==> src/rtl/mts_pkg.sv <==
package mts_pkg;

    typedef enum logic [2:0] {
        MM_NONE   = 3'b000,
        MM_ENABLE = 3'b001,
        MM_UPDATE = 3'b010
    } mmode_e;

    typedef enum logic [2:0] {
        SM_OFF     = 3'b000,
        SM_TRIGGER = 3'b110
    } smode_e;

    localparam logic [2:0] TSEL_LEADER = 3'b000;

    typedef struct packed {
        logic run;
        logic wrap;
    } ctl_t;

    function automatic logic is_trig_mode(input logic [2:0] code);
        return code == SM_TRIGGER;
    endfunction

endpackage

==> src/rtl/mts_master.sv <==
module mts_master #(
    parameter int CNT_W = 16
) (
    input  logic             clk,
    input  logic             rst,
    input  logic             load,
    input  logic [CNT_W-1:0] load_val,
    input  logic [CNT_W-1:0] arr,
    input  logic             cen_wr,
    input  logic             cen_val,
    output logic [CNT_W-1:0] cnt,
    output mts_pkg::ctl_t    ctl
);
    localparam logic [CNT_W-1:0] ONE = CNT_W'(1);

    logic at_top;
    assign at_top = (cnt == arr);

    always_ff @(posedge clk) begin
        if (rst) begin
            cnt      <= '0;
            ctl.run  <= 1'b0;
            ctl.wrap <= 1'b0;
        end else begin
            if (cen_wr)
                ctl.run <= cen_val;
            ctl.wrap <= ctl.run && !load && at_top;
            if (load)
                cnt <= load_val;
            else if (ctl.run)
                cnt <= at_top ? '0 : cnt + ONE;
        end
    end
endmodule

==> src/rtl/mts_trgo_sel.sv <==
module mts_trgo_sel (
    input  logic [2:0]    mode,
    input  mts_pkg::ctl_t ctl,
    output logic          trgo
);
    import mts_pkg::*;

    always_comb begin
        case (mmode_e'(mode))
            MM_ENABLE: trgo = ctl.run;
            MM_UPDATE: trgo = ctl.wrap;
            default:   trgo = 1'b0;
        endcase
    end
endmodule

==> src/rtl/mts_slave.sv <==
module mts_slave #(
    parameter int CNT_W = 16
) (
    input  logic             clk,
    input  logic             rst,
    input  logic             trig_line,
    input  logic [2:0]       tsel,
    input  logic [2:0]       mode,
    input  logic             load,
    input  logic [CNT_W-1:0] load_val,
    input  logic [CNT_W-1:0] arr,
    input  logic             flag_clr,
    output logic [CNT_W-1:0] cnt,
    output logic             run,
    output logic             flag
);
    import mts_pkg::*;

    localparam logic [CNT_W-1:0] ONE = CNT_W'(1);

    logic trig_in, trig_prev, accept;

    assign trig_in = (tsel == TSEL_LEADER) ? trig_line : 1'b0;
    assign accept  = trig_in && !trig_prev && is_trig_mode(mode);

    always_ff @(posedge clk) begin
        if (rst) begin
            trig_prev <= 1'b0;
            run       <= 1'b0;
            flag      <= 1'b0;
            cnt       <= '0;
        end else begin
            trig_prev <= trig_in;
            if (accept)
                run <= 1'b1;
            if (accept)
                flag <= 1'b1;
            else if (flag_clr)
                flag <= 1'b0;
            if (load)
                cnt <= load_val;
            else if (run)
                cnt <= (cnt == arr) ? '0 : cnt + ONE;
        end
    end
endmodule

==> src/rtl/mts_chain.sv <==
module mts_chain #(
    parameter int CNT_W = 16
) (
    input  logic             clk,
    input  logic             rst,
    input  logic             m_load,
    input  logic [CNT_W-1:0] m_load_val,
    input  logic [CNT_W-1:0] m_arr,
    input  logic [2:0]       m_mode,
    input  logic             m_cen_wr,
    input  logic             m_cen_val,
    input  logic             s_load,
    input  logic [CNT_W-1:0] s_load_val,
    input  logic [CNT_W-1:0] s_arr,
    input  logic [2:0]       s_tsel,
    input  logic [2:0]       s_mode,
    input  logic             s_flag_clr,
    output logic [CNT_W-1:0] m_cnt,
    output logic             m_run,
    output logic             m_trgo,
    output logic [CNT_W-1:0] s_cnt,
    output logic             s_run,
    output logic             s_flag
);
    mts_pkg::ctl_t m_ctl;

    mts_master #(.CNT_W(CNT_W)) u_master (
        .clk      (clk),
        .rst      (rst),
        .load     (m_load),
        .load_val (m_load_val),
        .arr      (m_arr),
        .cen_wr   (m_cen_wr),
        .cen_val  (m_cen_val),
        .cnt      (m_cnt),
        .ctl      (m_ctl)
    );

    assign m_run = m_ctl.run;

    mts_trgo_sel u_sel (
        .mode (m_mode),
        .ctl  (m_ctl),
        .trgo (m_trgo)
    );

    mts_slave #(.CNT_W(CNT_W)) u_slave (
        .clk       (clk),
        .rst       (rst),
        .trig_line (m_trgo),
        .tsel      (s_tsel),
        .mode      (s_mode),
        .load      (s_load),
        .load_val  (s_load_val),
        .arr       (s_arr),
        .flag_clr  (s_flag_clr),
        .cnt       (s_cnt),
        .run       (s_run),
        .flag      (s_flag)
    );
endmodule

==> config.mk <==
export PLATFORM = sky130hd
export DESIGN_NAME = mts_chain
export DESIGN_NICKNAME = d
export VERILOG_FILES = /design/src/rtl/mts_pkg.sv /design/src/rtl/mts_master.sv /design/src/rtl/mts_trgo_sel.sv /design/src/rtl/mts_slave.sv /design/src/rtl/mts_chain.sv
export SDC_FILE = /design/constraint.sdc
export NUM_CORES = 1
export LEC_CHECK = 0
export CAP_MARGIN = 0
export CORE_UTILIZATION = 44
export DETAILED_ROUTE_END_ITERATION = 16
export HOLD_SLACK_MARGIN = 0.05
export PLACE_DENSITY_LB_ADDON = 0.25
export SYNTH_ARGS = -nofsm -noshare
export SYNTH_HDL_FRONTEND = slang
export SYNTH_HIERARCHICAL = 1
export SYNTH_SLANG_ARGS = --single-unit
==> constraint.sdc <==
create_clock -name clk -period 1.9 [get_ports clk]
set_input_delay 0.57 -clock clk [delete_from_list [all_inputs] [get_ports clk]]
set_output_delay 0.57 -clock clk [all_outputs]
set_load 0.01 [all_outputs]
# Word-level counts from Yosys, hierarchy flattened
# Cells that the tools add are included.
# totals
register_bits,37
input_bits,80
out_inout_bits,36
elab_cells,34
# classes
add_sub_neg,2
eq_ne,5
mux,10
n_reduce_logical,10
# op_table
op,count
$mux 16,6
$add 16x1->16 const B,2
$eq 16x16->1,2
$reduce_bool 2->1,3
$logic_and 1x1->1,4
$eq 3x1->1 const B,1
$eq 3x2->1 const B,1
$eq 3x3->1 const B,1
$logic_not 3->1,1
$mux 1,3
$logic_not 1->1,2
$pmux 1 s2,1

# Longest topological paths before layout
# logic_depth
depth_word,6
mapped_depth,7

# Hierarchy
# The synthesis kept the hierarchy.
# modules_own_cells
mod,instances,cells_each,area_per_inst_um2
mts_slave,1,168,1431.4
mts_master,1,161,1366.3
mts_trgo_sel,1,3,20.0

# Worst setup path before layout
# Ideal clock, no wire load.
# synth_path
path_kind,input to register
startpoint,input port s_arr[9]
endpoint,register u_slave.cnt[1]
setup_time_ns,0.136
arrival_time_ns,1.565
setup_slack_ns,0.199
path_stages,5
path_buffers,1
path_cell_list,xnor2_1 -> nand4_1 -> nor4_4 -> buf_6 -> o32ai_1
# synth_via
elab_chain_len,4
# synth_lines
element,line,rtl
"start, declared",mts_chain.sv:14,"input logic [CNT_W-1:0] s_arr,"
$eq 16x16->1,mts_slave.sv:43,cnt <= (cnt == arr) ? '0 : cnt + ONE;
$mux 16,mts_slave.sv:43,
$mux 16,mts_slave.sv:42,else if (run)
$mux 16,mts_slave.sv:40,if (load)
"end signal, assigned",mts_slave.sv:41,cnt <= load_val;
"end signal, assigned",mts_slave.sv:43,
"end, declared",mts_slave.sv:13,"output logic [CNT_W-1:0] cnt,"
# Every way passes these cells. The select of a mux whose other input is x is not followed.
# A chain may end at the register's enable or synchronous reset.

# Worst setup path in the final report
# layout_path
startpoint,input port m_arr[2]
endpoint,register u_master.cnt[0]
# layout_via
elab_chain_len,4
# layout_lines
element,line,rtl
"start, declared",mts_chain.sv:8,"input logic [CNT_W-1:0] m_arr,"
$eq 16x16->1,mts_master.sv:17,assign at_top = (cnt == arr);
$mux 16,mts_master.sv:31,cnt <= at_top ? '0 : cnt + ONE;
$mux 16,mts_master.sv:30,else if (ctl.run)
$mux 16,mts_master.sv:28,if (load)
"end signal, assigned",mts_master.sv:29,cnt <= load_val;
"end signal, assigned",mts_master.sv:31,
"end, declared",mts_master.sv:11,"output logic [CNT_W-1:0] cnt,"
# Every way passes these cells. The select of a mux whose other input is x is not followed.

==> flow_metrics.env <==
export IMPL_vias_per_cell=5.74
export IMPL_routedWlPerCell_um=16.6
export IMPL_multi_input_comb_area_mm2=0.00199
export IMPL_cp_data_arrival_time_ps=2160
export IMPL_path_cells="clkdlybuf4s50_1 > xor2_1 > nor4_1 > nand4_1 > nor2b_4 > o2bb2ai_1"
export IMPL_dp_hpwl_um=6060
export IMPL_portBuffers=115
export IMPL_syn_num_nets=414
export IMPL_rows=28
export IMPL_path_class="in -> reg"
export IMPL_tritoncts="yes"
export IMPL_tightestPinTransition_ps=519
export IMPL_dr_pass1_iters=4
export IMPL_synthFlopType="dfxtp_1"
export IMPL_clkSinkCount=37
export IMPL_track_usage=0.254
export IMPL_die_h_um=82.0
export IMPL_skew_ps=4.30
export IMPL_netlist_instances=332
export IMPL_nets=538
export IMPL_rrSetupSlack_ps=100
export IMPL_timing_fmax_mhz=501
export IMPL_setup_slack_ps=-95.0
export IMPL_cts_root_buf="clkbuf_8"
export IMPL_ys_async_sr_fraction=0
export IMPL_vdd_drop_max_uv=306
export IMPL_failed_checks="setup timing"
export IMPL_slowest_delay_ps=410
export IMPL_synthTopCellsByArea="dfxtp_1 26%, xnor2_1 11%, nor3b_1 8.3%, xor2_1 6.8%, a21oi_1 6.2%"
export IMPL_via_count=3048
export IMPL_synth_top_area_cell="dfxtp_1"
export IMPL_fin_setup_tns_ps=-1150
export IMPL_grt_max_degree=69
export IMPL_fin_hold_ws_ps=486
export IMPL_drc=0
export IMPL_ios=116
export IMPL_max_cap_violations=0
export IMPL_clock_path_buffers=2
export IMPL_fin_crit_sh=1.05
export IMPL_power_leakage_uw=0.00167
export IMPL_finalHoldViolCount=0
export IMPL_die_w_um=82.0
export IMPL_drive_gt1_frac=0.219
export IMPL_hold_class="reg -> reg"
export IMPL_setup_viol=17
export IMPL_worst_skew_pair_late_latency_ps=290
export IMPL_finalCoreUtilization=0.730
export IMPL_htree_levels=2
export IMPL_period_needed_ps=1990
export IMPL_worst_path_buf_inv=1
export IMPL_antenna_found_initial=0
export IMPL_maxSlewViolCount=0
export IMPL_grt_ovfl_total=0
export IMPL_drt_iter0_markers=175
export IMPL_initial_core_util=0.465
export IMPL_pwr_density_cell_mw_per_mm2=466
export IMPL_fillCellCount=476
export IMPL_grt_pass1_vias=2873
export IMPL_grt_pass1_wl_um=13200
export IMPL_synth_edf_count=0
export IMPL_dieArea_mm2=0.00673
export IMPL_cp_end_kind="register"
export IMPL_worstPathRequired_ps=2070
export IMPL_finalWirelength_um=8810
export IMPL_status="finished with violations"
export IMPL_ys_seq_area_frac=0.263
export IMPL_cp_top_family="simple AND/OR/NAND/NOR gates"
export IMPL_ys_warn_count=6
export IMPL_syn_to_final_growth_pct=56.9
export IMPL_diodes=0
export IMPL_path_clk_slew_ps=70
export IMPL_gp_congestion=0.868
export IMPL_cp_max_fo=8
export IMPL_ys_ff_latch=37
export IMPL_regArea_um2=773
export IMPL_synth_top_area_frac=0.263
export IMPL_cp_start_kind="primary input"
export IMPL_core_mm2=0.00606
export IMPL_crit_slowest_cell="clkdlybuf4s50_1"
export IMPL_slew_limit_headroom=0.651
export IMPL_avgSynthCellArea_um2=8.49
export IMPL_numCtsBuffers=5
export IMPL_ys_types=45
export IMPL_ant_nets=0
export IMPL_synth_area_mm2=0.00282
## layout by cell type, fill, tap and decap left out, types with 4 or more instances in the layout
cell type,synthesis,layout
nor2_1,20,20
clkdlybuf4s50_1,0,92
nor3b_1,31,31
nand4_1,10,10
a21oi_1,35,34
o41ai_1,12,11
clkbuf_8,0,6
or2_2,14,14
buf_4,2,26
o2bb2ai_1,14,12
dlymetal6s2s_1,0,19
nor4_2,3,4
nand3_1,9,9
dfxtp_2,0,20
inv_1,4,4
xnor2_1,35,34
nand2_1,8,8
xor2_1,22,21
nor3_1,6,5
nor4_1,10,9
dfxtp_1,37,15
## final timing paths
path,start,end,cells past startpoint
worst max register to register,u_master/cnt[2]$_SDFFE_PP0P_,u_master/cnt[0]$_SDFFE_PP0P_,6
worst min register to register,u_slave/flag$_SDFFE_PP0P_,u_slave/flag$_SDFFE_PP0P_,2
worst min-delay path,u_slave/flag$_SDFFE_PP0P_,u_slave/flag$_SDFFE_PP0P_,2
worst max-delay path,m_arr[2],u_master/cnt[0]$_SDFFE_PP0P_,6
## metal layers
layer,routed length (um),global-route usage,vias to the layer above
met3,702,0.0533,12
met2,4520,0.455,121
met5,0,0,-
li1,-,-,1464
met4,119,0.0930,0
met1,3460,0.295,1451
## synthesized netlist by cell type, types with 6 or more instances
| library cell | number |
|---|---|
| dfxtp_1 | 37 |
| a21oi_1 | 35 |
| xnor2_1 | 35 |
| nor3b_1 | 31 |
| xor2_1 | 22 |
| nor2_1 | 20 |
| clkbuf_1 | 16 |
| o2bb2ai_1 | 14 |
| or2_2 | 14 |
| o41ai_1 | 12 |
| nand4_1 | 10 |
| nor4_1 | 10 |
| nand3_1 | 9 |
| nand2_1 | 8 |
| nor3_1 | 6 |
## cell type report
class | count | share of cell area
multi-input combinational | 263 | 0.449
timing repair buffer | 145 | 0.332
sequential | 37 | 0.175
tap | 75 | 0.0212
clock buffer | 7 | 0.0195
inverter | 4 | 0.00340
## tightest hold or removal path, delay by kind of cell (launching register included)
family,cells,cell delay (ps)
AOI/OAI and AO/OA,1,60
DFF,1,310
and+or+nand+nor,1,70
## report_power, final
part / switching (uW) / total (uW) / internal, uW / leakage (uW)
registers: 66.0 / 887 / 821 / 0.000313
clock network: 282 / 570 / 288 / 0.0000443
logic: 241 / 605 / 364 / 0.00131
## state kept, by name, summed over array words and instances (netlist names)
register	cells
u_master/cnt	16
u_slave/cnt	16
u_master/ctl	2
u_slave/flag	1
u_slave/run	1
u_slave/trig_prev	1
## per-stage QoR
| step | power, uW | setup WS [ps] | std cells | instance area, um2 |
|---|---|---|---|---|
| 2_1_floorplan | 1160 | 199 | 332 | 2820 |
| 3_3_place_gp | 1480 | -524 | 520 | 4150 |
| 3_5_place_dp | 1490 | -565 | 520 | 4150 |
| 4_1_cts | 2060 | 5.11 | 527 | 4250 |
| 5_1_grt | 2160 | -65.8 | 531 | 4420 |
| 6_report | 2060 | -95.0 | 531 | 4420 |
## what timing repair did
action / CTS / global route
hold buffers: 0 / 0
gates cloned: 0 / 2
resized for setup: 21 / 38
setup endpoints to repair: 15 / 42
buffers inserted: 0 / 2
pin swaps: 1 / 17
## cell families (layout without fill, tap and decap cells)
family,after synthesis,in the layout,share of synthesized area
AND/OR/NAND/NOR,131,132,0.309
AO/OA/AOI/OAI,71,71,0.182
XOR/XNOR,57,57,0.177
flip-flops,37,37,0.263
buffers and inverters,33,156,0.0573
adder cells (fa/ha/maj),2,2,0.00888
multiplexers,1,1,0.00355
Power figures use the tool's default switching activity.
